$ cat src/rtl/uart_rx_pkg.sv
package uart_rx_pkg;
  typedef struct packed {
    logic [7:0] data;
    logic       mark;
    logic       fe;
    logic       pe;
    logic       brk;
  } rx_char_t;

  typedef enum logic [1:0] {S_IDLE, S_START, S_BITS} rx_state_t;
endpackage

$ cat src/rtl/uart_rx_baud.sv
module uart_rx_baud #(
  parameter int DIV_W = 16
) (
  input  logic             clk,
  input  logic             rst_n,
  input  logic             clr,
  input  logic [DIV_W-1:0] div,
  output logic             tick
);
  logic [DIV_W-1:0] cnt;

  assign tick = (cnt == div);

  always_ff @(posedge clk or negedge rst_n) begin
    if (!rst_n)    cnt <= '0;
    else if (clr)  cnt <= '0;
    else if (tick) cnt <= '0;
    else           cnt <= cnt + 1'b1;
  end
endmodule

$ cat src/rtl/uart_rx_frame.sv
module uart_rx_frame
  import uart_rx_pkg::*;
#(
  parameter int OSR       = 16,
  parameter int IDLE_BITS = 10
) (
  input  logic     clk,
  input  logic     rst_n,
  input  logic     clr,
  input  logic     tick,
  input  logic     line,
  input  logic     cfg_seven,
  input  logic     cfg_msb,
  input  logic     cfg_par_en,
  input  logic     cfg_par_odd,
  input  logic     cfg_mp_addr,
  output logic     busy,
  output logic     done,
  output rx_char_t chr
);
  localparam int CW      = $clog2(OSR);
  localparam int IDLE_TK = OSR * IDLE_BITS;
  localparam int IW      = $clog2(IDLE_TK + 1);
  localparam logic [CW-1:0] C_MID  = CW'(OSR / 2 - 1);
  localparam logic [CW-1:0] C_MID1 = CW'(OSR / 2);
  localparam logic [CW-1:0] C_MID2 = CW'(OSR / 2 + 1);
  localparam logic [CW-1:0] C_LAST = CW'(OSR - 1);
  localparam logic [IW-1:0] IDLE_MAX = IW'(IDLE_TK);

  rx_state_t     st;
  logic [1:0]    sync;
  logic [CW-1:0] cnt;
  logic [IW-1:0] idle_cnt;
  logic          idle_pre, s0, s1, acc, orv, abit;
  logic [3:0]    bi;
  logic [7:0]    dat;

  logic       ln, vote;
  logic [3:0] nd, pos_stop;
  logic [2:0] idx;

  assign ln       = sync[1];
  assign vote     = (s0 & s1) | (s0 & ln) | (s1 & ln);
  assign nd       = cfg_seven ? 4'd7 : 4'd8;
  assign pos_stop = nd + {3'b0, cfg_mp_addr} + {3'b0, cfg_par_en};
  assign idx      = cfg_msb ? 3'(nd - 4'd1 - bi) : bi[2:0];
  assign busy     = (st != S_IDLE);

  always_ff @(posedge clk or negedge rst_n) begin
    if (!rst_n) begin
      st <= S_IDLE; sync <= 2'b11; cnt <= '0; idle_cnt <= '0; idle_pre <= 1'b0;
      s0 <= 1'b0; s1 <= 1'b0; acc <= 1'b0; orv <= 1'b0; abit <= 1'b0;
      bi <= '0; dat <= '0; done <= 1'b0; chr <= '0;
    end else if (clr) begin
      st <= S_IDLE; sync <= 2'b11; cnt <= '0; idle_cnt <= '0; idle_pre <= 1'b0;
      s0 <= 1'b0; s1 <= 1'b0; acc <= 1'b0; orv <= 1'b0; abit <= 1'b0;
      bi <= '0; dat <= '0; done <= 1'b0; chr <= '0;
    end else begin
      sync <= {sync[0], line};
      done <= 1'b0;
      if (tick) begin
        if (st == S_IDLE) begin
          if (!ln) begin
            st       <= S_START;
            cnt      <= '0;
            idle_pre <= (idle_cnt == IDLE_MAX);
            idle_cnt <= '0;
          end else if (idle_cnt != IDLE_MAX) begin
            idle_cnt <= idle_cnt + 1'b1;
          end
        end else begin
          cnt <= (cnt == C_LAST) ? '0 : cnt + 1'b1;
          if (cnt == C_MID)  s0 <= ln;
          if (cnt == C_MID1) s1 <= ln;
          if (cnt == C_MID2) begin
            if (st == S_START) begin
              if (vote) st <= S_IDLE;
              bi <= '0; acc <= 1'b0; orv <= 1'b0; dat <= '0; abit <= 1'b0;
            end else begin
              acc <= acc ^ vote;
              orv <= orv | vote;
              bi  <= bi + 1'b1;
              if (bi < nd) begin
                dat[idx] <= vote;
              end else if (bi == pos_stop) begin
                done     <= 1'b1;
                st       <= S_IDLE;
                chr.data <= dat;
                chr.mark <= cfg_mp_addr ? abit : idle_pre;
                chr.fe   <= ~vote;
                chr.pe   <= cfg_par_en & (acc != cfg_par_odd);
                chr.brk  <= ~(orv | vote);
              end else if (cfg_mp_addr && bi == nd) begin
                abit <= vote;
              end
            end
          end
          if (cnt == C_LAST && st == S_START) st <= S_BITS;
        end
      end
    end
  end
endmodule

$ cat src/rtl/uart_rx_accept.sv
module uart_rx_accept
  import uart_rx_pkg::*;
(
  input  logic       clk,
  input  logic       rst_n,
  input  logic       clr,
  input  logic       done,
  input  rx_char_t   chr,
  input  logic       cfg_dormant,
  input  logic       cfg_err_ie,
  input  logic       cfg_brk_ie,
  input  logic       cfg_par_en,
  input  logic       rx_ready,
  output logic       pass,
  output logic       rx_valid,
  output logic [7:0] rx_data,
  output logic       st_addr,
  output logic       st_fe,
  output logic       st_pe,
  output logic       st_brk,
  output logic       st_oe,
  output logic       st_err
);
  logic pe_q, take, ovr, oe_keep, err_ok;

  assign err_ok  = chr.brk ? cfg_brk_ie : ((chr.fe | chr.pe) ? cfg_err_ie : 1'b1);
  assign pass    = err_ok && (!cfg_dormant || chr.mark);
  assign take    = rx_valid && rx_ready;
  assign ovr     = rx_valid && !rx_ready;
  assign oe_keep = ovr | (st_oe & ~take);
  assign st_pe   = pe_q & cfg_par_en;

  always_ff @(posedge clk or negedge rst_n) begin
    if (!rst_n) begin
      rx_valid <= 1'b0; rx_data <= '0; st_addr <= 1'b0; st_fe <= 1'b0;
      pe_q <= 1'b0; st_brk <= 1'b0; st_oe <= 1'b0; st_err <= 1'b0;
    end else if (clr) begin
      rx_valid <= 1'b0; rx_data <= '0; st_addr <= 1'b0; st_fe <= 1'b0;
      pe_q <= 1'b0; st_brk <= 1'b0; st_oe <= 1'b0; st_err <= 1'b0;
    end else if (done && pass) begin
      rx_valid <= 1'b1;
      rx_data  <= chr.data;
      st_addr  <= chr.mark;
      st_fe    <= chr.fe;
      pe_q     <= chr.pe;
      st_brk   <= chr.brk;
      st_oe    <= oe_keep;
      st_err   <= chr.fe | chr.pe | oe_keep;
    end else if (take) begin
      rx_valid <= 1'b0;
      st_oe    <= 1'b0;
      st_err   <= 1'b0;
    end
  end
endmodule

$ cat src/rtl/uart_rx_mp.sv
module uart_rx_mp
  import uart_rx_pkg::*;
#(
  parameter int DIV_W     = 16,
  parameter int OSR       = 16,
  parameter int IDLE_BITS = 10
) (
  input  logic             clk,
  input  logic             rst_n,
  input  logic             sw_rst,
  input  logic [DIV_W-1:0] cfg_div,
  input  logic             cfg_seven,
  input  logic             cfg_msb,
  input  logic             cfg_par_en,
  input  logic             cfg_par_odd,
  input  logic             cfg_mp_addr,
  input  logic             cfg_dormant,
  input  logic             cfg_err_ie,
  input  logic             cfg_brk_ie,
  input  logic             cfg_loop,
  input  logic             rxd,
  input  logic             txd_loc,
  output logic [7:0]       rx_data,
  output logic             rx_valid,
  input  logic             rx_ready,
  output logic             st_addr,
  output logic             st_fe,
  output logic             st_pe,
  output logic             st_brk,
  output logic             st_oe,
  output logic             st_err,
  output logic             busy
);
  logic     tick, line, frm_done, acc_pass;
  rx_char_t frm_chr;

  assign line = cfg_loop ? txd_loc : rxd;

  uart_rx_baud #(.DIV_W(DIV_W)) u_baud (
    .clk(clk), .rst_n(rst_n), .clr(sw_rst), .div(cfg_div), .tick(tick)
  );

  uart_rx_frame #(.OSR(OSR), .IDLE_BITS(IDLE_BITS)) u_frame (
    .clk(clk), .rst_n(rst_n), .clr(sw_rst), .tick(tick), .line(line),
    .cfg_seven(cfg_seven), .cfg_msb(cfg_msb), .cfg_par_en(cfg_par_en),
    .cfg_par_odd(cfg_par_odd), .cfg_mp_addr(cfg_mp_addr),
    .busy(busy), .done(frm_done), .chr(frm_chr)
  );

  uart_rx_accept u_accept (
    .clk(clk), .rst_n(rst_n), .clr(sw_rst), .done(frm_done), .chr(frm_chr),
    .cfg_dormant(cfg_dormant), .cfg_err_ie(cfg_err_ie), .cfg_brk_ie(cfg_brk_ie),
    .cfg_par_en(cfg_par_en), .rx_ready(rx_ready), .pass(acc_pass),
    .rx_valid(rx_valid), .rx_data(rx_data), .st_addr(st_addr), .st_fe(st_fe),
    .st_pe(st_pe), .st_brk(st_brk), .st_oe(st_oe), .st_err(st_err)
  );
endmodule

$ cat config.mk
export PLATFORM = sky130hd
export DESIGN_NAME = uart_rx_mp
export DESIGN_NICKNAME = d
export VERILOG_FILES = /design/src/rtl/uart_rx_pkg.sv /design/src/rtl/uart_rx_baud.sv /design/src/rtl/uart_rx_frame.sv /design/src/rtl/uart_rx_accept.sv /design/src/rtl/uart_rx_mp.sv
export SDC_FILE = /design/constraint.sdc
export NUM_CORES = 1
export LEC_CHECK = 0
export BUFFER_PORTS_ARGS = -buffer_cell sky130_fd_sc_hd__buf_4
export CAP_MARGIN = 20
export CORE_ASPECT_RATIO = 1.1
export CORE_MARGIN = 8
export CORE_UTILIZATION = 35
export CTS_CLUSTER_DIAMETER = 100
export CTS_CLUSTER_SIZE = 28
export DETAILED_ROUTE_END_ITERATION = 8
export SKIP_LAST_GASP = 1
export SLEW_MARGIN = 30
export SYNTH_ARGS = -nofsm -noshare
export SYNTH_HDL_FRONTEND = slang
export SYNTH_SLANG_ARGS = --single-unit
export TNS_END_PERCENT = 30
$ cat constraint.sdc
create_clock -name clk -period 3.4 [get_ports clk]
set_clock_uncertainty 0.2 [all_clocks]
set_input_delay 0.51 -clock clk [delete_from_list [all_inputs] [get_ports clk]]
set_output_delay 0.51 -clock clk [all_outputs]
set_load 0.01 [all_outputs]
# Yosys cells after proc, flatten, opt, wreduce, memory -nomap -nowiden
# Index checks and enable logic that the tools add are counted.
[word_totals]
out_inout_bits = 16
register_bits = 78
wordCells = 213
[op_classes]
bitwise = 16
n_reduce_logical = 34
add_sub_neg = 8
n_lt_le_gt_ge = 3
eq_ne = 21
mux = 104
[op_table]
columns = ["cell", "count"]
rows = [
  ["2-to-1 mux 8 bit", 13],
  ["2-to-1 mux 12 bit", 7],
  ["2-to-1 mux 1 bit", 57],
  ["2-to-1 mux 4 bit", 11],
  ["2-to-1 mux 16 bit", 2],
  ["2-to-1 mux 2 bit", 11],
  ["AND reduction 6 bit", 3],
  ["adder 16 x 1 -> 16 bit (second input constant)", 1],
  ["equality test 16 bit", 1],
  ["nonzero test 2 bit", 8],
  ["AND reduction 3 bit", 5],
  ["equality test 4 bit (second input constant)", 3],
  ["!= test 5 x 3 -> 1 bit (second input constant)", 2],
  ["nonzero test 3 bit", 3],
  ["adder 4 x 1 -> 4 bit", 2],
  ["adder 4 x 1 -> 4 bit (second input constant)", 2],
  ["adder 8 x 1 -> 8 bit (second input constant)", 1],
  ["bitwise mux 8 bit", 1],
  ["equality test 4 bit", 2],
  ["equality test 8 bit (second input constant)", 1],
  ["!= test 2 bit (second input constant)", 4],
  ["!= test 8 bit (second input constant)", 1],
  ["logical AND 1 bit", 7],
  ["AND 1 bit", 6],
  ["other kinds (22)", 32],
]

# Longest topological paths before layout
[logic_depth]
depth_word = 15
mapped_depth = 9
depth_no_buf = 8

# By module
# A second synthesis with hierarchy kept.
[hier_totals]
hier_cells = 435
area_unflattened_um2 = 4486.8
[by_module_without_submodules]
columns = ["module", "area_per_inst_um2", "instances", "cells_per_inst", "seq_area_each_um2"]
rows = [
  ["uart_rx_frame", 2725.1, 1, 261, 1178.6],
  ["uart_rx_baud", 959.7, 1, 99, 400.4],
  ["uart_rx_accept", 787.0, 1, 74, 375.4],
  ["uart_rx_mp", 15.0, 1, 1, 0.0],
]

# Least setup slack after synthesis
# No wires, ideal clock.
[synth_timing]
path_type = "input -> register"
startpoint = "input port cfg_seven"
endpoint = "register, netlist name u_frame.chr[2]"
t_arrival_ns = 2.441
path_slack_ns = 0.665
stages = 9
setup_ns = 0.094
t_required_ns = 3.106
path_buffers = 1
path_cell_list = "inv_1 fa_1 ha_1 xor2_1 nand4_1 a211oi_1 clkbuf_1 a31oi_1 a211oi_1"
[synth_between]
elab_chain_cells = 6
word_cells_on_any_way = 8
[synth_rtl]
columns = ["element", "line_no", "text"]
rows = [
  ["start: declaration", "uart_rx_mp.sv:12", "input logic cfg_seven,"],
  ["2-to-1 mux 4 bit (*)", "uart_rx_frame.sv:44", "assign nd = cfg_seven ? 4'd7 : 4'd8;"],
  ["adder 4 x 1 -> 4 bit (2 in series)", "uart_rx_frame.sv:45", "assign pos_stop = nd + {3'b0, cfg_mp_addr} + {3'b0, cfg_par_en};"],
  ["equality test 4 bit", "uart_rx_frame.sv:85", "end else if (bi == pos_stop) begin"],
  ["nonzero test 2 bit (no line)", "n/a", ""],
  ["AND reduction 6 bit (no line) (*)", "n/a", ""],
]
# Every way passes the cells marked *; elsewhere a longest branch is shown, timed or not.
# A chain may end at the register's enable or synchronous reset.

# Worst setup path after layout
[layout_timing]
startpoint = "register u_frame.bi[0]"
endpoint = "register u_frame.dat[1]"
[layout_between]
elab_chain_cells = 13
word_cells_on_any_way = 17
[layout_rtl]
columns = ["element", "line_no", "text"]
rows = [
  ["start: declaration", "uart_rx_frame.sv:35", "logic [3:0] bi;"],
  ["start signal: assignment", "uart_rx_frame.sv:82", "bi <= bi + 1'b1;"],
  ["subtractor 3 bit", "uart_rx_frame.sv:46", "assign idx = cfg_msb ? 3'(nd - 4'd1 - bi) : bi[2:0];"],
  ["2-to-1 mux 3 bit", "uart_rx_frame.sv:46", ""],
  ["less-than comparator 3 x 4 -> 1 bit (not written as such) or >= comparator 3 x 1 -> 1 bit (tied branches)", "uart_rx_frame.sv:84", "dat[idx] <= vote;"],
  ["logical AND 1 bit (not written as such)", "uart_rx_frame.sv:84", ""],
  ["2-to-1 mux 1 bit (not written as such)", "uart_rx_frame.sv:84", ""],
  ["demux 1 bit (select 3 bit)", "n/a", ""],
  ["bitwise mux 8 bit", "uart_rx_frame.sv:84", ""],
  ["2-to-1 mux 8 bit", "uart_rx_frame.sv:83", "if (bi < nd) begin"],
  ["2-to-1 mux 8 bit", "uart_rx_frame.sv:76", "if (st == S_START) begin"],
  ["2-to-1 mux 8 bit", "uart_rx_frame.sv:75", "if (cnt == C_MID2) begin"],
  ["2-to-1 mux 8 bit", "uart_rx_frame.sv:62", "if (st == S_IDLE) begin"],
  ["2-to-1 mux 8 bit", "uart_rx_frame.sv:61", "if (tick) begin"],
  ["2-to-1 mux 8 bit", "uart_rx_frame.sv:54", "end else if (clr) begin"],
  ["end signal: indexed assignment", "uart_rx_frame.sv:84", ""],
  ["end: declaration", "uart_rx_frame.sv:36", "logic [7:0] dat;"],
]
# Parallel ways exist; a longest one is shown, timed or not. The select of a mux whose other input is x is not followed.

==> summary.txt <==
CTS
  • H-tree depth: 3
  • Post-CTS Setup Repair Bufs: 0
  • Num CTS Buffers: 9
  • CTS clock-pin slew for the worst setup and hold paths: 0.06 ns
  • Root Driver: clkbuf_16
  • CTS Buffer Depth: 2
  • Post-cts resize count: 0
  • CTS Hold Buffers Added: 0
  • CTS tree: yes
  • CTS Sinks: 78
  • Clk_lat worst skew: 0.33 ns

Finish
  • Multi-input gate area: 2320 sq um
  • Most frequent cells in the layout: 76 x dfrtp_1, 52 x buf_4, 42 x nor2_1
  • Most common cell after layout, fill and taps aside: dfrtp_1
  • Area Growth Syn to Fin: 19.1%
  • Layout cells sized above 1: between 15 and 20%
  • Fillers: roughly 1.2k
  • Number of diodes: 0
  • Final net count: approximately 550
  • Register Area: 1950 sq um

STA
  • Max-slew violations: 0
  • Slew HR: about half
  • Final period utilization: 80.3%
  • Hold Fails Final Rpt: 0
  • Fmax: 0.366 GHz
  • Final setup TNS: 0 ns
  • Unrepaired setup endpoints after global routing: false
  • Setup WS post-layout: 0.669 ns
  • Final setup violation count: 0
  • Least-Margin Pin Slew: a little over 0.7 ns
  • Final min period: 2.73 ns

Synthesis
  • Post-synthesis register bit count: 78
  • Mapped Cells: 467
  • Synth Cell Area: around 4500 sq um
  • Syn Area/Cell: 9.56 sq um
  • Post-synth EDFFs: 0
  • Post-Syn Nets: ~500
  • Yosys warns: 0
  • Synth unique cells: 56
  • Register area share after synthesis: between 40% and 50%
  • Ys async rst share: 100%
  • Ys flop type: dfrtp_1

Worst hold path
  • HP Class: input pin to async pin

Floorplanning
  • IO Pins: 47
  • Row cnt: 43
  • Die H: 134 microns
  • Die area: 16600 sq um
  • Core area: approximately 13000 sq um
  • Starting Density: 35.6%
  • Die width: 124 microns

Drt
  • Drt drc: 0
  • Mean number of vias per cell: 5.42
  • Final WL: 10600 microns
  • Pre-antenna DRT Iters: 4
  • Via Count: about 3.6k
  • Post-DRT Antenna Nets: 0
  • DRT iter0 DRCs: 320
  • Routed length per instance: 15.9 microns

Placed design
  • Dpl hpwl: 7510 microns
  • Dpl ws: slightly above 0.3 ns
  • Final GP Congestion: 0.797
  • IO buf count: 46

GRT
  • Largest net degree at the start of global routing: 79
  • Grt ovf: 0
  • Initial antenna violation count: 0
  • Total GRT Usage: between 10% and 20%
  • Vias in the first global route: between 3k and 4k
  • Global-route wire length before repair: 18300 microns

Setup path
  • Worst-path fanout max: 6
  • Crit. End Element: flop
  • Critical Path RT: approximately 3.5 ns
  • Crit path arrival time: around 2.8 ns
  • Startpoint Class: flop
  • Crit Path Class: flop to flop
  • Register-to-Register Setup Slack: between 0.6 and 0.7 ns

Power and ir drop
  • Peak supply drop: ~0.00025 V
  • P per Cell Area: 416 nW/um^2
  • Leak pwr: 2.29 nW

Flow run
  • Max cap viols: 0

Run status
  • Status: complete, no violations
## sequential cells by signal, summed over array words and instances (netlist names), 2 cells and up
signal and count:
u_frame.dat 8, u_frame.chr 12, u_frame.bi 4, u_baud.cnt 16, u_frame.idle_cnt 8, u_frame.st 2, u_frame.cnt 4, u_frame.sync 2
u_accept.rx_data 8
## final cells by class
type                    count  share of cell area, %
multi-input cells         339                   43.7
flip-flops and latches     78                   36.7
clock inverters             7                   2.26
well taps                 157                   3.69
repair buffers             53                   7.55
inverters                  26                   1.83
clock buffers               9                   4.23
## worst paths after layout
| path | cells after the start | end | from |
|---|---|---|---|
| max | 7 | u_frame.dat[1] | u_frame.bi[0] |
| min | 1 | u_frame.dat[6] | rst_n |
| max reg2reg | 7 | u_frame.dat[1] | u_frame.bi[0] |
| min reg2reg | 2 | u_accept.rx_data[5] | u_accept.rx_data[5] |
| max in group asynchronous | 1 | u_frame.idle_cnt[5] | rst_n |
| min in group clk | 2 | u_accept.st_oe | rx_ready |
## synth_stat cells, types with 11 or more instances
master     n  area share, %
nor3_1    12            1.3
nor2_1    42            3.5
mux2i_1   16            3.6
clkbuf_1  17            1.4
inv_1     26            2.2
nand2_1   29            2.4
nand3_1   26            2.9
o31ai_1   14            2.4
xor2_1    26            5.1
o311ai_0  11            2.2
dfrtp_1   76             43
nand4_1   15            2.1
a21oi_1   32            3.6
ha_1      14            3.9
## worst max-delay path: stages (launching register included)
cell and delay (ns):
dfrtp_1 0.44, inv_1 0.15, ha_1 0.22, fa_1 0.37, xnor2_1 0.21, a21oi_1 0.19
nor4_1 0.64, a221o_1 0.24
## cell families after synthesis
logic type	share of synthesized area [%]
xor gates and xnor gates	7.06
AOI/OAI and AO/OA	16.3
muxes	3.84
buffers and inverters	4.26
DFF	43.8
adders and majority gates	5.04
and+or+nand+nor	19.8
## per-stage QoR
| step | util [%] | cells | cell area (sq um) | total power [mW] | hold WS (ns) |
|---|---|---|---|---|---|
| after global routing | 42.4 | 669 | 5320 | 2.30 | 0.0776 |
| after floorplan | - | 467 | 4460 | 1.05 | 0.0144 |
| final | 42.4 | 669 | 5320 | 2.21 | 0.000719 |
| after global placement | 39.6 | 653 | 4970 | 1.12 | 0.300 |
| after CTS | 42.4 | 669 | 5320 | 2.25 | 0.0382 |
| after detailed placement | 39.7 | 653 | 4970 | 1.13 | 0.313 |
## report_power, final
part	switching (mW)	internal, mW	leakage [nW]
Combinational	0.0915	0.0578	1.05
Clock	0.384	0.721	0.166
Sequential	0.0161	0.942	1.08
## per-layer routing
metal,vias up,global-route usage [%],routed length (microns)
li1,1802,-,-
met1,1741,17.3,4790
met2,74,21.2,5140
met3,6,3.26,589
met4,0,5.76,109
met5,-,0,0
Power figures use the tool's default switching activity.
